[config.mk]
export PLATFORM = sky130hd
export DESIGN_NAME = adc_sample_timer
export DESIGN_NICKNAME = d
export VERILOG_FILES = /design/src/rtl/adc_sample_timer.sv
export SDC_FILE = /design/constraint.sdc
export NUM_CORES = 1
export LEC_CHECK = 0
export BUFFER_PORTS_ARGS = -buffer_cell sky130_fd_sc_hd__buf_4
export CAP_MARGIN = 10
export CELL_PAD_IN_SITES_DETAIL_PLACEMENT = 2
export CELL_PAD_IN_SITES_GLOBAL_PLACEMENT = 2
export CORE_MARGIN = 4
export CORE_UTILIZATION = 30
export DETAILED_ROUTE_END_ITERATION = 7
export PLACE_DENSITY_LB_ADDON = 0.1
export SLEW_MARGIN = 20
export SYNTH_ARGS = -nofsm -noshare
export SYNTH_HDL_FRONTEND = slang
export SYNTH_SLANG_ARGS = --single-unit
[constraint.sdc]
create_clock -name clk -period 7.9 [get_ports clk]
set_input_delay 0 -clock clk [delete_from_list [all_inputs] [get_ports clk]]
set_output_delay 0 -clock clk [all_outputs]
set_load 0.01 [all_outputs]
[src/rtl/adc_sample_timer.sv]
module adc_sample_timer #(
  parameter int NCH      = 32,
  parameter int BASE_W   = 5,
  parameter int CODE_W   = 3,
  parameter int MIN_BASE = 3,
  parameter int RST_BASE = 16
) (
  input  logic                   clk,
  input  logic                   rst_n,
  input  logic                   cfg_we,
  input  logic [BASE_W-1:0]      cfg_p0_base,
  input  logic [CODE_W-1:0]      cfg_p0_code,
  input  logic [BASE_W-1:0]      cfg_p1_base,
  input  logic [CODE_W-1:0]      cfg_p1_code,
  input  logic [NCH-1:0]         cfg_sel,
  input  logic                   start,
  input  logic [$clog2(NCH)-1:0] chan,
  output logic                   sampling,
  output logic                   sample_done,
  output logic                   cfg_err
);
  localparam int CNT_W = BASE_W + (1 << CODE_W) + 1;
  localparam int SH_W  = CODE_W + 1;
  localparam logic [CNT_W-1:0] MAX_LOAD = CNT_W'((1 << BASE_W) << (1 << CODE_W));

  logic [BASE_W-1:0] p0_base_q, p1_base_q;
  logic [CODE_W-1:0] p0_code_q, p1_code_q;
  logic [NCH-1:0]    sel_q;
  logic              busy_q, done_q, err_q;
  logic [CNT_W-1:0]  cnt_q;

  wire accept = start && !busy_q;
  wire cfg_ok = cfg_we && !busy_q && !start;

  wire clamp0 = (cfg_p0_code == '0) && (cfg_p0_base < BASE_W'(MIN_BASE));
  wire clamp1 = (cfg_p1_code == '0) && (cfg_p1_base < BASE_W'(MIN_BASE));
  wire [BASE_W-1:0] w0_base = clamp0 ? BASE_W'(MIN_BASE) : cfg_p0_base;
  wire [BASE_W-1:0] w1_base = clamp1 ? BASE_W'(MIN_BASE) : cfg_p1_base;

  wire              use_p1  = sel_q[chan];
  wire [BASE_W-1:0] sel_base = use_p1 ? p1_base_q : p0_base_q;
  wire [CODE_W-1:0] sel_code = use_p1 ? p1_code_q : p0_code_q;
  wire [SH_W-1:0]   shift    = (sel_code == '0) ? '0 : SH_W'(sel_code) + SH_W'(1);
  wire [CNT_W-1:0]  load     = (CNT_W'(sel_base) + CNT_W'(1)) << shift;

  always_ff @(posedge clk) begin
    if (!rst_n) begin
      p0_base_q <= BASE_W'(RST_BASE);
      p1_base_q <= BASE_W'(RST_BASE);
      p0_code_q <= '0;
      p1_code_q <= '0;
      sel_q     <= '0;
      busy_q    <= 1'b0;
      done_q    <= 1'b0;
      err_q     <= 1'b0;
      cnt_q     <= '0;
    end else begin
      done_q <= 1'b0;
      if (cfg_ok) begin
        p0_base_q <= w0_base;
        p1_base_q <= w1_base;
        p0_code_q <= cfg_p0_code;
        p1_code_q <= cfg_p1_code;
        sel_q     <= cfg_sel;
        err_q     <= clamp0 | clamp1;
      end
      if (accept) begin
        busy_q <= 1'b1;
        cnt_q  <= load;
      end else if (busy_q) begin
        if (cnt_q == '0) begin
          busy_q <= 1'b0;
          done_q <= 1'b1;
        end else begin
          cnt_q <= cnt_q - CNT_W'(1);
        end
      end
    end
  end

  assign sampling    = busy_q;
  assign sample_done = done_q;
  assign cfg_err     = err_q;

  AST_CFG_FROZEN: assert property (@(posedge clk) disable iff (!rst_n)
    busy_q |=> ($stable(p0_base_q) && $stable(p1_base_q) && $stable(p0_code_q)
                && $stable(p1_code_q) && $stable(sel_q)));
  AST_MIN_BASE0: assert property (@(posedge clk) disable iff (!rst_n)
    (p0_code_q == '0) |-> (p0_base_q >= BASE_W'(MIN_BASE)));
  AST_MIN_BASE1: assert property (@(posedge clk) disable iff (!rst_n)
    (p1_code_q == '0) |-> (p1_base_q >= BASE_W'(MIN_BASE)));
  AST_START_RISE: assert property (@(posedge clk) disable iff (!rst_n)
    (start && !sampling) |=> sampling);
  AST_DONE_AFTER: assert property (@(posedge clk) disable iff (!rst_n)
    $rose(sample_done) |-> $past(sampling));
  AST_DONE_SINGLE: assert property (@(posedge clk) disable iff (!rst_n)
    sample_done |=> !sample_done);
  AST_CNT_LIMIT: assert property (@(posedge clk) disable iff (!rst_n)
    busy_q |-> (cnt_q <= MAX_LOAD));
endmodule

==> results of run 1 <==
[final cells by class]
| type | instances | area [um2] | area share (%) |
|---|---|---|---|
| Tap cell | 172 | 215.2 | 4.096 |
| Clock inverter | 7 | 93.84 | 1.786 |
| Sequential cell | 65 | 1301 | 24.77 |
| Clock buffer | 9 | 225.2 | 4.287 |
| Timing Repair Buffer | 111 | 953.4 | 18.15 |
| Multi-Input combinational cell | 397 | 2442 | 46.49 |
| Inverter | 6 | 22.52 | 0.4287 |
[synthesized netlist by cell type, types with 2 or more instances]
cell / number / area [um2]
nand2_1: 123 / 461.7
dfxtp_1: 65 / 1301
a21boi_0: 42 / 315.3
mux2i_1: 25 / 250.2
nor2_1: 24 / 90.09
o21ai_0: 20 / 100.1
clkbuf_1: 19 / 71.32
a21oi_1: 14 / 70.07
nand3_1: 14 / 70.07
nor3_1: 13 / 65.06
nor2b_1: 8 / 50.05
a22oi_1: 6 / 45.04
inv_1: 6 / 22.52
o22ai_1: 6 / 37.54
and2_1: 5 / 31.28
mux2_2: 5 / 56.30
a211oi_1: 4 / 30.03
and3_1: 4 / 25.02
ha_1: 4 / 50.05
nand2b_1: 4 / 25.02
nor3b_1: 4 / 30.03
o221ai_1: 4 / 35.03
or3_1: 4 / 25.02
xor2_1: 4 / 35.03
a41oi_1: 3 / 26.28
buf_6: 3 / 33.78
nand3_2: 3 / 30.03
nor4_1: 3 / 18.77
o211ai_1: 3 / 22.52
o21a_1: 3 / 22.52
o221a_2: 3 / 33.78
a2111oi_0: 2 / 17.52
a221oi_1: 2 / 17.52
and2_2: 2 / 15.01
and2b_1: 2 / 15.01
and4_1: 2 / 17.52
mux2i_4: 2 / 45.04
nor3_2: 2 / 20.02
o31ai_1: 2 / 15.01
or2_2: 2 / 12.51
or4_1: 2 / 15.01
xnor2_1: 2 / 17.52
[cells by family after synthesis]
logic type / count (synthesis) / synth area share, %
and+or+nand+nor: 229 / 27.67
AOI/OAI and AO/OA: 125 / 22.51
DFF: 65 / 33.15
buffers and inverters: 33 / 4.718
muxes: 33 / 9.340
xor gates and xnor gates: 6 / 1.339
adders and majority gates: 4 / 1.275
[state kept, by name (all words and copies together) (netlist names)]
name and count:
cnt_q 14, sampling 1, p0_base_q 5, sel_q 32, p1_code_q 3, p0_code_q 3, cfg_err 1, p1_base_q 5
sample_done 1
[through the flow]
stage	utilization [%]	instances	power, mW	hold WS [ns]	setup slack, ns
after floorplan	-	495	0.5805	0.1241	4.555
after global placement	35.01	703	0.6586	0.2277	3.784
after detailed placement	35.01	703	0.6696	0.2343	3.688
after CTS	41.30	767	1.131	0.04873	3.681
after global routing	41.30	767	1.186	0.06643	3.303
final	41.30	767	1.118	0.05864	3.697
[power by group through the flow]
stage | combinational, mW | sequential, mW | clock [mW]
final | 0.292 | 0.390 | 0.436
after floorplan | 0.194 | 0.386 | 0
after CTS | 0.293 | 0.390 | 0.447
after detailed placement | 0.272 | 0.397 | 0
after global routing | 0.327 | 0.395 | 0.464
after global placement | 0.262 | 0.396 | 0
[worst paths after layout]
check	startpoint	endpoint	slack, ns	cells past startpoint
worst max-delay path	sel_q[0]$_SDFFE_PN0P_	cnt_q[7]$_SDFFE_PN0P_	3.70	16
worst min-delay path	start	cnt_q[13]$_SDFFE_PN0P_	0.06	4
worst max register to register	sel_q[0]$_SDFFE_PN0P_	cnt_q[7]$_SDFFE_PN0P_	3.70	16
worst min register to register	sel_q[9]$_SDFFE_PN0P_	sel_q[9]$_SDFFE_PN0P_	0.47	2
[repair_timing]
item	CTS	global route
hold buffers	48	0
endpoints found under the setup margin	0	0
hold endpoints to repair	48	0
[cell usage in the layout, fill, tap and decap left out, types with 3 or more instances in the layout]
master,Yosys,routed
a41oi_1,3,3
nand3_1,14,14
dlygate4sd3_1,0,48
and2_1,5,5
ha_1,4,4
nand2b_1,4,4
inv_1,6,6
mux2i_1,25,25
mux2_2,5,5
nor2_1,24,24
nand2_1,123,123
and3_1,4,4
nor3b_1,4,4
o211ai_1,3,3
o221a_2,3,3
dfxtp_1,65,65
nand3_2,3,3
a211oi_1,4,4
nor2b_1,8,8
a21oi_1,14,13
or3_1,4,4
nor3_1,13,13
nor4_1,3,3
o22ai_1,6,6
buf_4,0,63
o221ai_1,4,4
clkbuf_16,0,9
a22oi_1,6,6
o21ai_0,20,20
xor2_1,4,4
a21boi_0,42,42
o21a_1,3,3
[per-layer routing]
layer / share of wire (%) / GRT usage, %
met1: 44 / 23.79
met2: 52 / 35.59
met3: 3.3 / 3.687
met4: 0.93 / 4.829
met5: 0 / 0
[worst max-delay path: cells and delay by family, from the launching register on]
family	cells	cell delay (ns)
AO/OA/AOI/OAI	6	1.36
adder cells (fa/ha/maj)	1	0.19
buffers and inverters	1	0.04
flip-flops	1	0.35
multiplexers	3	0.81
AND/OR/NAND/NOR	5	1.37
==> flow_summary_export.csv, run 1 <==
group,metric,value,unit
worst_setup_path,cpPeakStageDelay,0.42,ns
place,gp_congestion,0.8203,
layout,design_area,5254,um2
synth,synth_area_per_cell,7.929,um2
run,drv_cap,0,
route,drt_iter0_drc,181,
pwr,swShare,31.75,%
clock_tree,cts_buffers,9,
global_routing,grt_first_pass_wirelength,22690,um
worst_setup_path,cpMaxStageDelayCell,"and4_1",
layout,n_antenna_cell,0,
worst_setup_path,crit_path_end_kind,"register",
route,ant_nets,0,
worst_setup_path,cp_max_fo,10,
sta,maxSlewViolCount,0,
layout,num-fill-cells,1470,
route,drcViolationCount,0,
clock_tree,postCtsResizedCells,0,
pwr,p_switching,355.0,uW
global_routing,antenna_found_initial,0,
synth,ys_seq_area_share,33.15,%
floorplanning,start_util,30.85,%
place,portBuffers,59,
floorplanning,core,12720,um2
synth,syn-num-nets,556,
worst_setup_path,critPathRequiredTime,8.17,ns
sta,period_share,53.20,%
route,routed_wl,13900,um
clock_tree,post_cts_buffers,0,
run_status,status,"complete, no violations",
worst_setup_path,startpoint_type,"register",
route,drt_pre_antenna_iters,4,
pwr,power_frac_comb,26.1,%
layout,drive_gt1_share,17.82,%
global_routing,grt_usage,19.61,%
global_routing,overflow,0,
layout,fin_nets,651,
synth,syn_area,3925,um2
pwr,seqPwrFrac,34.9,%
floorplanning,rows,41,
pwr,p_per_area,212.8,nW/um2
sta,fin_skew,0.005667,ns
floorplanning,io_pins,60,
synth,ys_ff_latch,65,
sta,fmax,237.9,MHz
floorplanning,dieArea,14980,um2
sta,setup_tns,0,ns
clock_tree,clkTransAtPathRegs,0.06,ns
route,wl_per_cell,18.12,um
synth,async_flop_share,0,%
route,num_vias,3995,
pwr,cellLeakagePower,2.039,nW
worst_setup_path,arrival,4.47,ns
synth,synth.distinct_cells,67,
global_routing,grt_max_degree,67,
clock_tree,cts_tree,"yes",
place,dpl-instance-area,4454,um2
worst_hold_path,hold_class,"in2reg",
clock_tree,clock_path_buffers,2,
clock_tree,clock_latency,0.34,ns
sta,setup_viol,0,
clock_tree,cts_sinks,65,
floorplanning,die_w,122.4,um
pwr,p_int,763.3,uW
layout,area_growth,33.85,%
clock_tree,cts_root_buffer,"clkbuf_16",
sta,min_period,4.203,ns
floorplanning,die_h,122.4,um
synth,syn-instance-count,495,
worst_setup_path,crit_chain,"mux2i_1, a211oi_1, nand3_1, and4_1, mux2_2, inv_1, ha_1, nor2b_1, nor2_1, mux2_2, a41oi_1, a211oi_1, a41oi_1, and2_2, o21ai_0, a21oi_1",
worst_setup_path,critPathKind,"reg2reg",
synth,ys.flop_type,"dfxtp_1",
synth,synth_edf_count,0,
sta,rsz0062_at_grt,"no",
clock_tree,htreeDepth,3,
sta,worst_pin_slew,0.9836,ns
route,vias_per_cell,5.209,
global_routing,grt_pass1_vias,4391,
sta,relSlewSlack,34.29,%
pwr,peakVddDrop,0.07154,mV
place,dpl.hpwl,9508,um
pwr,clkPwrFrac,39.0,%
synth,yosysWarnings,0,
sta,hold_viol_final,0,
(Power assumes the default switching activity.)
==> run 2: changes to the inputs <==
--- a/config.mk
+++ b/config.mk
@@ -5,6 +5,7 @@
 export SDC_FILE = /design/constraint.sdc
 export NUM_CORES = 1
 export LEC_CHECK = 0
+export ABC_AREA = 1
 export BUFFER_PORTS_ARGS = -buffer_cell sky130_fd_sc_hd__buf_4
 export CAP_MARGIN = 10
 export CELL_PAD_IN_SITES_DETAIL_PLACEMENT = 2
==> constraint.sdc (replaced) <==
create_clock -name clk -period 3.9 [get_ports clk]
set_input_delay 0 -clock clk [delete_from_list [all_inputs] [get_ports clk]]
set_output_delay 0 -clock clk [all_outputs]
set_load 0.01 [all_outputs]
==> flow_summary_export.csv, run 2 <==
group,metric,value,unit
clock_tree,postCtsResizedCells,0,
sta,worst_pin_slew,0.5431,ns
clock_tree,clock_latency,0.34,ns
layout,n_antenna_cell,0,
route,drt_pre_antenna_iters,4,
route,ant_nets,0,
synth,yosysMostFrequentCell,"nand2_1",
worst_setup_path,critPathKind,"reg2reg",
synth,syn-num-nets,623,
synth,synth_top_area_share,35.59,%
worst_hold_path,hold_class,"in2reg",
run,drv_cap,0,
clock_tree,cts_buffers,9,
synth,ys_seq_area_share,35.59,%
clock_tree,clkTransAtPathRegs,0.05,ns
layout,design_area,4923,um2
pwr,p_per_area,443.9,nW/um2
sta,relSlewSlack,63.79,%
synth,yosysWarnings,0,
layout,num-fill-cells,1429,
sta,fmax,338.5,MHz
clock_tree,htreeDepth,3,
clock_tree,cts_sinks,65,
synth,ys.flop_type,"dfxtp_1",
layout,area_growth,34.67,%
place,portBuffers,59,
worst_hold_path,min_from,"cfg_sel[26]",
layout,instances_no_fill,807,
floorplanning,dieArea,14020,um2
synth,syn_area,3656,um2
floorplanning,die_w,118.4,um
floorplanning,die_h,118.4,um
global_routing,antenna_found_initial,0,
synth,synth_edf_count,0,
place,dp_cells,745,
synth,synth_area_per_cell,6.505,um2
place,gp_congestion,0.8016,
worst_setup_path,crit_path_end_kind,"register",
run_status,status,"complete, no violations",
clock_tree,cts_tree,"yes",
sta,setup_tns,0,ns
synth,async_flop_share,0,%
sta,holdWs,0.04952,ns
layout,drive_gt1_share,15.76,%
sta,setup_viol,0,
route,drcViolationCount,0,
pwr,power,2.186,mW
layout,largest_register_ffs,32,
sta,period_share,75.76,%
synth,ys_ff_latch,65,
worst_setup_path,arrival,3.19,ns
floorplanning,io_pins,60,
sta,rsz0062_at_grt,"no",
place,dpl.hpwl,9186,um
synth,synth_top_area_cell,"dfxtp_1",
worst_setup_path,crit_start,"cnt_q[0]$_SDFFE_PN0P_",
route,drt_iter0_drc,132,
worst_setup_path,cp_max_fo,16,
layout,fin_util,41.16,%
synth,syn-instance-count,562,
floorplanning,rows,40,
clock_tree,clock_path_buffers,2,
sta,setup_ws,0.9454,ns
layout,top_regs,"sel_q (32), cnt_q (14)",
route,vias_per_cell,5.087,
layout,layout_common_cells,"108 x nand2_1, 93 x nor2_1, 72 x o21ai_0",
worst_setup_path,startpoint_type,"register",
sta,maxSlewViolCount,0,
clock_tree,cts_root_buffer,"clkbuf_16",
layout,largest_register,"sel_q",
sta,hold_viol_final,0,
sta,min_period,2.955,ns
global_routing,overflow,0,
layout,mostFrequentLayoutCell,"nand2_1",
worst_setup_path,critPathRequiredTime,4.14,ns
global_routing,grt_usage,20.39,%
global_routing,grt_first_pass_wirelength,22910,um
worst_setup_path,r2r_start,"cnt_q[0]$_SDFFE_PN0P_",
global_routing,grt_max_degree,61,
synth,ys_top_cells_by_count,"108 x nand2_1, 93 x nor2_1, 72 x o21ai_0, 69 x nand3_1, 65 x dfxtp_1",
place,dpl-instance-area,4172,um2
route,wl_per_cell,16.95,um
layout,fin_nets,717,
synth,synth.distinct_cells,33,
place,place_ws,0.9055,ns
floorplanning,core,11960,um2
global_routing,grt_pass1_vias,4567,
floorplanning,start_util,30.56,%
route,num_vias,4105,
pwr,peakVddDrop,0.1993,mV
pwr,cellLeakagePower,2.183,nW
sta,fin_skew,0.005902,ns
synth,synth_area_leaders,"dfxtp_1 36%, nand2_1 11%, o21ai_0 9.9%",
route,routed_wl,13680,um
[run 2: changes by cell type after synthesis, sizes merged, moves of 6 or more]
cell / before / now
o22ai: 6 / 0
inv: 6 / 50
mux2i: 27 / 0
mux2: 6 / 0
a21oi: 14 / 27
a21boi: 42 / 0
o21ai: 21 / 78
nor3: 15 / 5
nand3: 17 / 72
nor2: 24 / 95
a22oi: 6 / 0
and2: 7 / 0
nand2: 123 / 117
nor2b: 8 / 0
[run 2: critical path, stage by stage (launching register included)]
cell,delay (ns)
dfxtp_1,0.29
inv_1,0.11
ha_1,0.20
nand2_1,0.07
or3_1,0.35
nor2_1,0.11
nand2_1,0.07
nor2_1,0.15
nand3_1,0.18
nor3_2,0.18
nand3_1,0.14
nand2_1,0.21
nand2_2,0.24
inv_2,0.20
nor2_1,0.07
inv_1,0.08
a31oi_1,0.04
nand2_1,0.09
nand2_1,0.04
[run 2: final timing paths]
check	cells after the start	slack [ns]	endpoint
setup / recovery	18	0.95	cnt_q[11]$_SDFFE_PN0P_
hold / removal	3	0.05	sel_q[26]$_SDFFE_PN0P_
setup reg to reg	18	0.95	cnt_q[11]$_SDFFE_PN0P_
hold reg to reg	2	0.46	p0_code_q[1]$_SDFFE_PN0P_
[run 2: where the power goes]
group / internal (mW) / total, mW / switching, mW
logic: 0.235 / 0.627 / 0.392
clock network: 0.475 / 0.782 / 0.307
registers: 0.728 / 0.776 / 0.0478
total: 1.44 / 2.19 / 0.747
[run 2: final cells by class]
class | instances | area (um2) | share of cell area, %
multi-input cells | 421 | 2031 | 41.25
flip-flops and latches | 65 | 1301 | 26.43
repair buffers | 109 | 935.9 | 19.01
clock buffers | 12 | 266.5 | 5.413
inverters | 50 | 190.2 | 3.863
well taps | 147 | 183.9 | 3.736
clock inverters | 3 | 15.01 | 0.3050
[run 2: kinds of logic after synthesis]
group | Yosys count | synth area share, %
and+or+nand+nor | 300 | 36.52
AOI/OAI and AO/OA | 113 | 16.70
buffers and inverters | 76 | 8.864
DFF | 65 | 35.59
xor gates and xnor gates | 4 | 0.9584
adders and majority gates | 4 | 1.369
[run 2: per-layer routing]
layer	global-route usage (%)	vias to the layer above	part of all wire, %
met4	7.024	0	2.2
met3	3.684	22	2.1
met1	23.69	2001	44
met5	0	-	0
li1	-	2031	-
met2	37.44	51	52
[run 2: what timing repair did]
action,CTS,global route
setup buffers,0,0
hold endpoints to repair,47,0
hold buffers,47,0
